$ cat config.mk
export PLATFORM = sky130hd
export DESIGN_NAME = colrow_gap_monitor
export DESIGN_NICKNAME = d
export VERILOG_FILES = /design/src/rtl/colrow_gap_monitor.sv
export SDC_FILE = /design/constraint.sdc
export NUM_CORES = 1
export LEC_CHECK = 0
export ABC_AREA = 1
export BUFFER_PORTS_ARGS = -buffer_cell sky130_fd_sc_hd__buf_2
export CAP_MARGIN = 10
export CORE_MARGIN = 2
export CORE_UTILIZATION = 40
export CTS_CLUSTER_DIAMETER = 200
export DETAILED_ROUTE_END_ITERATION = 12
export PLACE_DENSITY = 0.58
export REMOVE_ABC_BUFFERS = 1
export SYNTH_ARGS = -nofsm -noshare
export SYNTH_HDL_FRONTEND = slang
export SYNTH_SLANG_ARGS = --single-unit
$ cat constraint.sdc
create_clock -name clk -period 2.2 [get_ports clk]
set_clock_uncertainty 0.15 [all_clocks]
set_input_delay 0.44 -clock clk [delete_from_list [all_inputs] [get_ports clk]]
set_output_delay 0.44 -clock clk [all_outputs]
set_load 0.02 [all_outputs]
$ cat src/rtl/colrow_gap_monitor.sv
module colrow_gap_monitor #(
  parameter int NUM_DEV  = 4,
  parameter int NUM_BANK = 16,
  parameter int T_RDP    = 4,
  parameter int T_RTP    = 8,
  localparam int DW = $clog2(NUM_DEV),
  localparam int BW = $clog2(NUM_BANK),
  localparam int LW = $clog2(((T_RDP > T_RTP) ? T_RDP : T_RTP) + 1)
) (
  input  logic               clk,
  input  logic               rst_n,
  input  logic               col_valid,
  input  logic [2:0]         col_op,
  input  logic [DW-1:0]      col_dev,
  input  logic [BW-1:0]      col_bank,
  input  logic               row_valid,
  input  logic [2:0]         row_op,
  input  logic [DW-1:0]      row_dev,
  input  logic [BW-1:0]      row_bank,
  input  logic [NUM_DEV-1:0] retire,
  output logic               chk_valid,
  output logic [1:0]         chk_code,
  output logic [LW-1:0]      chk_gap
);
  localparam logic [LW-1:0] RDP_L = LW'(T_RDP);
  localparam logic [LW-1:0] RTP_L = LW'(T_RTP);

  function automatic logic near(input logic [BW-1:0] a, input logic [BW-1:0] b);
    return (a == b) || ({1'b0, a} == {1'b0, b} + {{BW{1'b0}}, 1'b1})
                    || ({1'b0, b} == {1'b0, a} + {{BW{1'b0}}, 1'b1});
  endfunction

  logic col_rd, col_wr, row_act, row_pre;
  assign col_rd  = col_valid && (col_op == 3'd1 || col_op == 3'd4);
  assign col_wr  = col_valid && (col_op == 3'd2 || col_op == 3'd5);
  assign row_act = row_valid && (row_op == 3'd1 || row_op == 3'd3);
  assign row_pre = row_valid && (row_op == 3'd2 || row_op == 3'd4);

  logic [NUM_DEV-1:0] rd_vld, rt_vld, pend, opn;
  logic [BW-1:0]      rd_bank [NUM_DEV];
  logic [BW-1:0]      rt_bank [NUM_DEV];
  logic [BW-1:0]      pd_bank [NUM_DEV];
  logic [BW-1:0]      op_bank [NUM_DEV];
  logic [LW-1:0]      rd_left [NUM_DEV];
  logic [LW-1:0]      rt_left [NUM_DEV];

  always_ff @(posedge clk or negedge rst_n) begin
    if (!rst_n) begin
      rd_vld <= '0; rt_vld <= '0; pend <= '0; opn <= '0;
      for (int d = 0; d < NUM_DEV; d++) begin
        rd_bank[d] <= '0; rt_bank[d] <= '0; pd_bank[d] <= '0; op_bank[d] <= '0;
        rd_left[d] <= '0; rt_left[d] <= '0;
      end
    end else begin
      for (int d = 0; d < NUM_DEV; d++) begin
        if (col_rd && col_dev == DW'(d)) begin
          rd_vld[d] <= 1'b1; rd_bank[d] <= col_bank; rd_left[d] <= RDP_L - 1'b1;
        end else if (rd_left[d] != '0) begin
          rd_left[d] <= rd_left[d] - 1'b1;
        end
        if (retire[d] && pend[d]) begin
          rt_vld[d] <= 1'b1; rt_bank[d] <= pd_bank[d]; rt_left[d] <= RTP_L - 1'b1;
        end else if (rt_left[d] != '0) begin
          rt_left[d] <= rt_left[d] - 1'b1;
        end
        if (col_wr && col_dev == DW'(d)) begin
          pend[d] <= 1'b1; pd_bank[d] <= col_bank;
        end else if (retire[d]) begin
          pend[d] <= 1'b0;
        end
        if ((col_rd || col_wr) && col_dev == DW'(d)) begin
          opn[d] <= 1'b1; op_bank[d] <= col_bank;
        end else if (row_pre && row_dev == DW'(d) && row_bank == op_bank[d]) begin
          opn[d] <= 1'b0;
        end
      end
    end
  end

  logic          c_here, rt_now, c_rd, c_wr;
  logic          v_rd, v_rt, v_pd, v_op;
  logic [BW-1:0] b_rd, b_rt, b_pd, b_op;
  logic [LW-1:0] l_rd, l_rt;
  assign c_here = col_dev == row_dev;
  assign c_rd   = col_rd && c_here;
  assign c_wr   = col_wr && c_here;
  assign rt_now = retire[row_dev] && pend[row_dev];

  assign v_rd = rd_vld[row_dev] || c_rd;
  assign b_rd = c_rd ? col_bank : rd_bank[row_dev];
  assign l_rd = c_rd ? RDP_L : rd_left[row_dev];
  assign v_rt = rt_vld[row_dev] || rt_now;
  assign b_rt = rt_now ? pd_bank[row_dev] : rt_bank[row_dev];
  assign l_rt = rt_now ? RTP_L : rt_left[row_dev];
  assign v_pd = (pend[row_dev] && !retire[row_dev]) || c_wr;
  assign b_pd = c_wr ? col_bank : pd_bank[row_dev];
  assign v_op = opn[row_dev] || c_rd || c_wr;
  assign b_op = (c_rd || c_wr) ? col_bank : op_bank[row_dev];

  logic          m_rd, m_rt;
  logic [LW-1:0] g_rd, g_rt;
  logic [1:0]    code_n;
  assign m_rd = row_pre && v_rd && near(b_rd, row_bank);
  assign m_rt = row_pre && v_rt && near(b_rt, row_bank);
  assign g_rd = m_rd ? RDP_L : '0;
  assign g_rt = m_rt ? RTP_L : '0;

  always_comb begin
    code_n = 2'd0;
    if (row_act && v_op && near(b_op, row_bank))                   code_n = 2'd2;
    else if (row_pre && v_pd && near(b_pd, row_bank))              code_n = 2'd3;
    else if ((m_rd && l_rd != '0) || (m_rt && l_rt != '0))         code_n = 2'd1;
  end

  always_ff @(posedge clk or negedge rst_n) begin
    if (!rst_n) begin
      chk_valid <= 1'b0; chk_code <= 2'd0; chk_gap <= '0;
    end else begin
      chk_valid <= row_valid;
      chk_code  <= row_valid ? code_n : 2'd0;
      chk_gap   <= row_valid ? ((g_rd > g_rt) ? g_rd : g_rt) : '0;
    end
  end
endmodule

* Word-level counts from Yosys, hierarchy flattened
Cells that the tools add are included.
** Word-level totals
- Bits in writable memories :: 0
- Latch bits :: 0
- Memories kept :: 0
- Register bits after elaboration :: 119
- ROM bits :: 0
- Word-level logic and storage cells :: 256
** Cells by class
- Multiplexer cells :: 74
- Bitwise operators :: 1
- Equal/unequal tests :: 31
- Multiply operators :: 0
- Divide/modulo/power cells :: 0
- Reductions and logical operators :: 91
- $lt $le $gt $ge :: 3
- Shifts and indexed selects :: 0
- $add $sub $neg :: 13
** Operator list (count)
- $mux 4 :: 37
- $bmux 4 s2 :: 6
- $logic_and 1x1->1 :: 42
- $eq 4x5->1 :: 8
- $reduce_bool 4->1 :: 10
- $eq 4x4->1 :: 8
- $reduce_bool 2->1 :: 16
- $sub 4x1->4 const B :: 8
- $add 4x1->5 const B :: 5
- $mux 1 :: 22
- $logic_or 1x1->1 :: 20
- $bmux 1 s2 :: 5
- $eq 3x2->1 const B :: 3
- $eq 3x3->1 const B :: 3
- $eq 2x2->1 const B :: 4
- $eq 3x1->1 const B :: 2
- $mux 2 :: 3
- $eq 2x1->1 const B :: 2
- $gt 3x4->1 :: 1
- $logic_not 2->1 :: 2
- $ge 3x3->1 const B :: 1
- $lt 2x3->1 const B :: 1
- $mux 3 :: 1
- $not 2->3 :: 1
- 2 further kinds :: 2

* Longest topological paths before layout
- Word-level depth :: 15
- Gate-level depth with buffers :: 20
- Mapped depth without buffers :: 18

* Worst setup path after synthesis
Ideal clock, no wire load.
- Path kind :: input to register
- Start :: in row_dev[1]
- End :: reg chk_gap[2]
- Arrival :: 2.111 ns
- Stages :: 16
- Required time :: 1.932 ns
- Setup slack :: -0.178 ns
- Setup time :: 0.118 ns
- Cells stage by stage :: buf_6 nand2_2 inv_1 buf_4 nand2_1 nand2_1 nor2_1 nand3_1 nand2_2 ha_1 xnor2_1 nand2_1 nor2_1 nand3_2 a21boi_2 nor2_1
** On the way
- Cells in the longest elaborated chain, start to end :: 13
- Elaborated cells on any way between the ends :: 46
- Classes of those cells :: add/sub: 2; order compare: 1; eq/ne: 7; mux: 23; bitwise: 1; reduce/logical: 12
** RTL lines
- start, declared :: RTL line 18 : input logic [DW-1:0] row_dev,
- $not 2->3 (not written as such) :: RTL line 90, 93
- $bmux 4 s2, on equally long branches :: RTL line 90, 93
- $mux 4, on equally long branches (3 in a row) :: RTL line 90, 93
- $add 4x1->5, or another cell as far along :: RTL line 30 : || ({1'b0, b} == {1'b0, a} + {{BW{1'b0}}, 1'b1});
- $eq 4x5->1 / $logic_or 1x1->1 (equally long branches) :: RTL line 30, 29
- $logic_or 1x1->1 :: RTL line 30
- $logic_and 1x1->1, on equally long branches :: RTL line 103, 104
- $mux 3 / $mux 4 (equally long branches) :: RTL line 105, 106
- $gt 3x4->1 :: RTL line 121 : chk_gap <= row_valid ? ((g_rd > g_rt) ? g_rd : g_rt) : '0;
- $mux 4 * (2 in a row) :: RTL line 121
- end signal, assigned :: RTL line 121
- end, declared :: RTL line 23 : output logic [LW-1:0] chk_gap
Mark *: on every way between the ends. The rest lies on a longest branch, timed or not. The select of a mux whose other input is x is not followed.
A chain may end at the register's enable or synchronous reset.

* Worst setup path after layout
- Start :: reg pend[2]
- End :: reg chk_gap[2]
** On the way
- Cells in the longest elaborated chain, start to end :: 12
- Elaborated cells on any way between the ends :: 17
- Classes of those cells :: add/sub: 1; order compare: 1; eq/ne: 3; mux: 6; reduce/logical: 6
** RTL lines
- start, declared :: RTL line 39 : logic [NUM_DEV-1:0] rd_vld, rt_vld, pend, opn;
- start signal, assigned :: RTL line 49 : rd_vld <= '0; rt_vld <= '0; pend <= '0; opn <= '0;
- start signal, assigned by index :: RTL line 67 : pend[d] <= 1'b1; pd_bank[d] <= col_bank;
- start signal, assigned by index :: RTL line 69 : pend[d] <= 1'b0;
- $bmux 1 s2 * :: RTL line 87 : assign rt_now = retire[row_dev] && pend[row_dev];
- $mux 1 (not written as such) * :: RTL line 87
- $logic_and 1x1->1 * :: RTL line 87
- $mux 4 :: RTL line 93 : assign b_rt = rt_now ? pd_bank[row_dev] : rt_bank[row_dev];
- $add 4x1->5, or another cell as far along :: RTL line 30
- $eq 4x5->1 / $logic_or 1x1->1 (equally long branches) :: RTL line 30, 29
- $logic_or 1x1->1 :: RTL line 30
- $logic_and 1x1->1 * :: RTL line 104 : assign m_rt = row_pre && v_rt && near(b_rt, row_bank);
- $mux 4 * :: RTL line 106 : assign g_rt = m_rt ? RTP_L : '0;
- $gt 3x4->1 * :: RTL line 121
- $mux 4 * (2 in a row) :: RTL line 121
Marked as above.

==> impl_metrics.csv <==
group,metric,value,unit
critical_path,worst_r2r_startpoint,"pend[2]$_DFFE_PN0P_",
timing,setup_slack,84.63,ps
critical_path,critPathKind,"reg2reg",
clock_tree,tritoncts,"yes",
placed_design,hpwl,15.88,mm
clock_tree,clk_path_buf_depth,2,
drt,drt_iter0_markers,486,
worst_hold_path,whs_path_depth,3,
die,die_w,137.5,um
drt,dr.pass1.iters,5,
finish,multiInputGateArea,3820,um2
clock_tree,clk_pin_slew,60,ps
critical_path,path_buf_inv,4,
finish,fillers,1702,
placed_design,portBuffers,30,
finish,n_antenna_cell,0,
placed_design,dp.cells,1318,
global_routing,grt_max_degree,55,
placed_design,gp_congestion,0.9022,
timing,max_freq,0.4727,GHz
die,rows,48,
power,power.density,1002,nW/um2
synthesis,synth_edf_count,0,
drt,drc,0,
synthesis,avgSynthCellArea,7.241,um2
die,start_util,0.4105,
critical_path,arrival,2270,ps
timing,hold_viol,0,
power,p_comb_frac,0.332,
power,switchingPower,3.167,mW
critical_path,r2r_slack,80,ps
critical_path,cp.required,2360,ps
clock_tree,clk_latency,420,ps
finish,layoutNonFillerInstCount,1356,
power,power_leakage,4.680,nW
critical_path,r2r_end,"chk_gap[2]$_DFF_PN0_",
drt,via_per_inst,4.993,
flow_run,maxCapViolCount,0,
power,p_int,6.022,mW
clock_tree,cts_htree_levels,4,
drt,wl_per_cell,15.33,um
power,p_clk_frac,0.317,
timing,drv_slew,0,
die,die_area,18900,um2
placed_design,pre_cts_slack,-522.4,ps
power,vdd_drop_max,0.5584,mV
clock_tree,cts-root-buf,"clkbuf_16",
worst_hold_path,holdCritStartpoint,"retire[2]",
die,die_y,137.5,um
critical_path,cp_max_fo,5,
power,p_seq_frac,0.350,
timing,hold_ws,193.4,ps
drt,ant_nets,0,
critical_path,r2r_cells,15,
critical_path,crit_path_start_kind,"register",
drt,routed_wl,20.79,mm
timing,setup_viol,0,
power,switching_share,0.3446,
finish,area_delta_synth_final,28.67,%
global_routing,grt_pass1_wl,33.98,mm
global_routing,gr-total-overflow,0,
timing,period_share,0.9615,
critical_path,crit_chain,"inv_2 -> nor2_2 -> nor2_2 -> nand2_4 -> buf_4 -> buf_4 -> nand3_1 -> nand2_2 -> buf_4 -> nand3_2 -> nand2_1 -> nand2_1 -> nand3_2 -> a21boi_2 -> nor2_1",
finish,layout.nets,1167,
worst_hold_path,hold_class,"in2reg",
finish,drive_above_1_share,0.2281,
finish,seqCellArea,2928,um2
status,status,"finished, final reports clean",
worst_hold_path,holdPathEnd,"pend[2]$_DFFE_PN0P_",
synthesis,ys_warn_count,0,
synthesis,synth_area,7126,um2
critical_path,critPathTopFamily,"simple AND/OR/NAND/NOR gates",
critical_path,critPathMaxStageDelay,390,ps
clock_tree,clock_sinks,117,
critical_path,worstSetupEndpointType,"register",
synthesis,yosysSeqAreaShare,0.4109,
die,io_pins,33,
timing,fin_crit,2115,ps
global_routing,antenna_found_initial,0,
timing,rsz0062_at_grt,"true",
timing,max-slew-margin-rel,0.6634,
synthesis,ys.flop_type,"dfrtp_1",
synthesis,synth_cell_types,43,
global_routing,first_global_vias,6510,
synthesis,yosys_register_bits,117,
timing,tightest_slew,499.6,ps
global_routing,grt_usage,0.2367,
synthesis,netlist_instances,984,
critical_path,cp_slowest_cell,"dfrtp_1",
drt,vias,6770,
clock_tree,cts-buffers-inserted,17,
critical_path,crit_top_cell,"buf_4",
die,core_area,17360,um2
synthesis,async_flop_share,1.000,
power,power.total,9.189,mW
-- synth_stat cells, types with 3 or more instances --
cell | instances | area share
a21oi_1 | 19 | 0.013
a221oi_1 | 6 | 0.0074
a31oi_1 | 9 | 0.0079
and3_1 | 5 | 0.0044
buf_1 | 3 | 0.0016
buf_2 | 3 | 0.0021
buf_4 | 3 | 0.0032
buf_6 | 6 | 0.0095
clkbuf_1 | 16 | 0.0084
dfrtp_1 | 117 | 0.41
ha_1 | 21 | 0.037
inv_1 | 102 | 0.054
inv_2 | 3 | 0.0016
nand2_1 | 312 | 0.16
nand2_2 | 14 | 0.012
nand3_1 | 77 | 0.054
nand3b_1 | 8 | 0.0084
nand4_1 | 12 | 0.011
nor2_1 | 87 | 0.046
nor3_1 | 3 | 0.0021
o211ai_1 | 5 | 0.0053
o21ai_0 | 87 | 0.061
o21ai_1 | 6 | 0.0042
o21ai_2 | 3 | 0.0037
o22ai_1 | 13 | 0.011
or2_2 | 4 | 0.0035
xnor2_1 | 8 | 0.0098
xor2_1 | 13 | 0.016
-- timing repair --
item / CTS / global route
hold endpoints to repair: 10 / 0
setup endpoints to repair: 4 / 4
hold buffers: 2 / 0
pin swaps: 4 / 28
gates resized for setup: 7 / 60
buffers inserted: 3 / 5
-- sequential cells by signal, indices dropped and copies added (netlist names) --
| signal | flops |
|---|---|
| chk_code | 2 |
| chk_gap | 2 |
| chk_valid | 1 |
| op_bank | 16 |
| opn | 4 |
| pd_bank | 16 |
| pend | 4 |
| rd_bank | 16 |
| rd_left | 16 |
| rd_vld | 4 |
| rt_bank | 16 |
| rt_left | 16 |
| rt_vld | 4 |
-- worst min-delay path: cells and delay by family --
kind	cells	cell delay [ps]
buffers and inverters	2	220
AOI/OAI and AO/OA	1	60
-- cell families (layout without fill, tap and decap cells) --
group | Yosys count | after routing | share of synthesized area
xor+xnor | 21 | 21 | 0.02581
simple gates | 532 | 532 | 0.3208
compound gates | 155 | 155 | 0.1241
buf+inv | 137 | 283 | 0.08095
other cells | 1 | 2 | 0.0005263
flops | 117 | 117 | 0.4109
fa+ha+maj | 21 | 21 | 0.03687
-- metal layers --
| layer | part of all wire | global-route usage |
|---|---|---|
| met5 | 0 | 0 |
| met3 | 0.046 | 0.04415 |
| met1 | 0.49 | 0.3343 |
| met2 | 0.45 | 0.3687 |
| met4 | 0.014 | 0.07331 |
-- power groups by stage --
stage          clock network, mW  logic (mW)  registers, mW
2_1_floorplan                  0        2.05           3.12
3_3_place_gp                   0        2.83           3.23
3_5_place_dp                   0        2.89           3.24
4_1_cts                     2.97        2.93           3.21
5_1_grt                     3.05        3.52           3.30
6_report                    2.92        3.05           3.22
-- worst max-delay path by stage --
stage	startpoint	end	cells after the start	slack, ps
6_report	pend[2]$_DFFE_PN0P_	chk_gap[2]$_DFF_PN0_	15	80
5_1_grt	pend[0]$_DFFE_PN0P_	chk_gap[2]$_DFF_PN0_	15	-70
3_5_place_dp	row_dev[0]	chk_gap[2]$_DFF_PN0_	15	-520
2_1_floorplan	row_dev[0]	chk_gap[2]$_DFF_PN0_	15	-270
4_1_cts	pend[0]$_DFFE_PN0P_	chk_gap[2]$_DFF_PN0_	14	30
3_3_place_gp	row_dev[0]	chk_gap[2]$_DFF_PN0_	15	-500
-- cell type report --
| cell class | instances | share of cell area |
|---|---|---|
| Sequential cell | 117 | 0.3193 |
| Multi-Input combinational cell | 731 | 0.4166 |
| Inverter | 106 | 0.04394 |
| Clock buffer | 20 | 0.04981 |
| Tap cell | 225 | 0.03070 |
| Timing Repair Buffer | 147 | 0.1227 |
| Clock inverter | 10 | 0.01692 |
-- stage by stage --
| step | cell area (um2) | util | setup TNS (ps) |
|---|---|---|---|
| floorplan | 6953 | - | -908.0 |
| global placement | 8268 | 0.4764 | -1845 |
| detailed placement | 8268 | 0.4764 | -1946 |
| CTS | 8940 | 0.5151 | 0 |
| global route | 9169 | 0.5283 | -108.4 |
| finish | 9169 | 0.5283 | 0 |
-- cells in the final DEF (no fill, tap or decap), types with 3 or more instances in the layout --
master,Yosys,layout
buf_6,6,3
clkbuf_16,0,17
buf_12,0,5
buf_4,3,110
nor2_2,2,8
nor2_4,2,4
nand3b_1,8,8
nor3_1,3,3
a21oi_1,19,19
nand3_1,77,71
or2_2,4,4
a221oi_1,6,6
nand3_2,1,7
o21ai_1,6,7
nor2_1,87,79
o21ai_2,3,6
o22ai_1,13,13
dfrtp_1,117,117
a31oi_1,9,9
xnor2_1,8,6
o211ai_1,5,5
clkinv_2,0,4
buf_2,3,26
nand2_2,14,32
o21ai_0,87,83
and3_1,5,5
ha_1,21,19
nand2_1,312,290
xor2_1,13,13
inv_2,3,5
nand2_4,1,5
inv_1,102,99
nand4_1,12,12
bufinv_16,0,4
No activity file was read; power rests on OpenSTA's default activity.
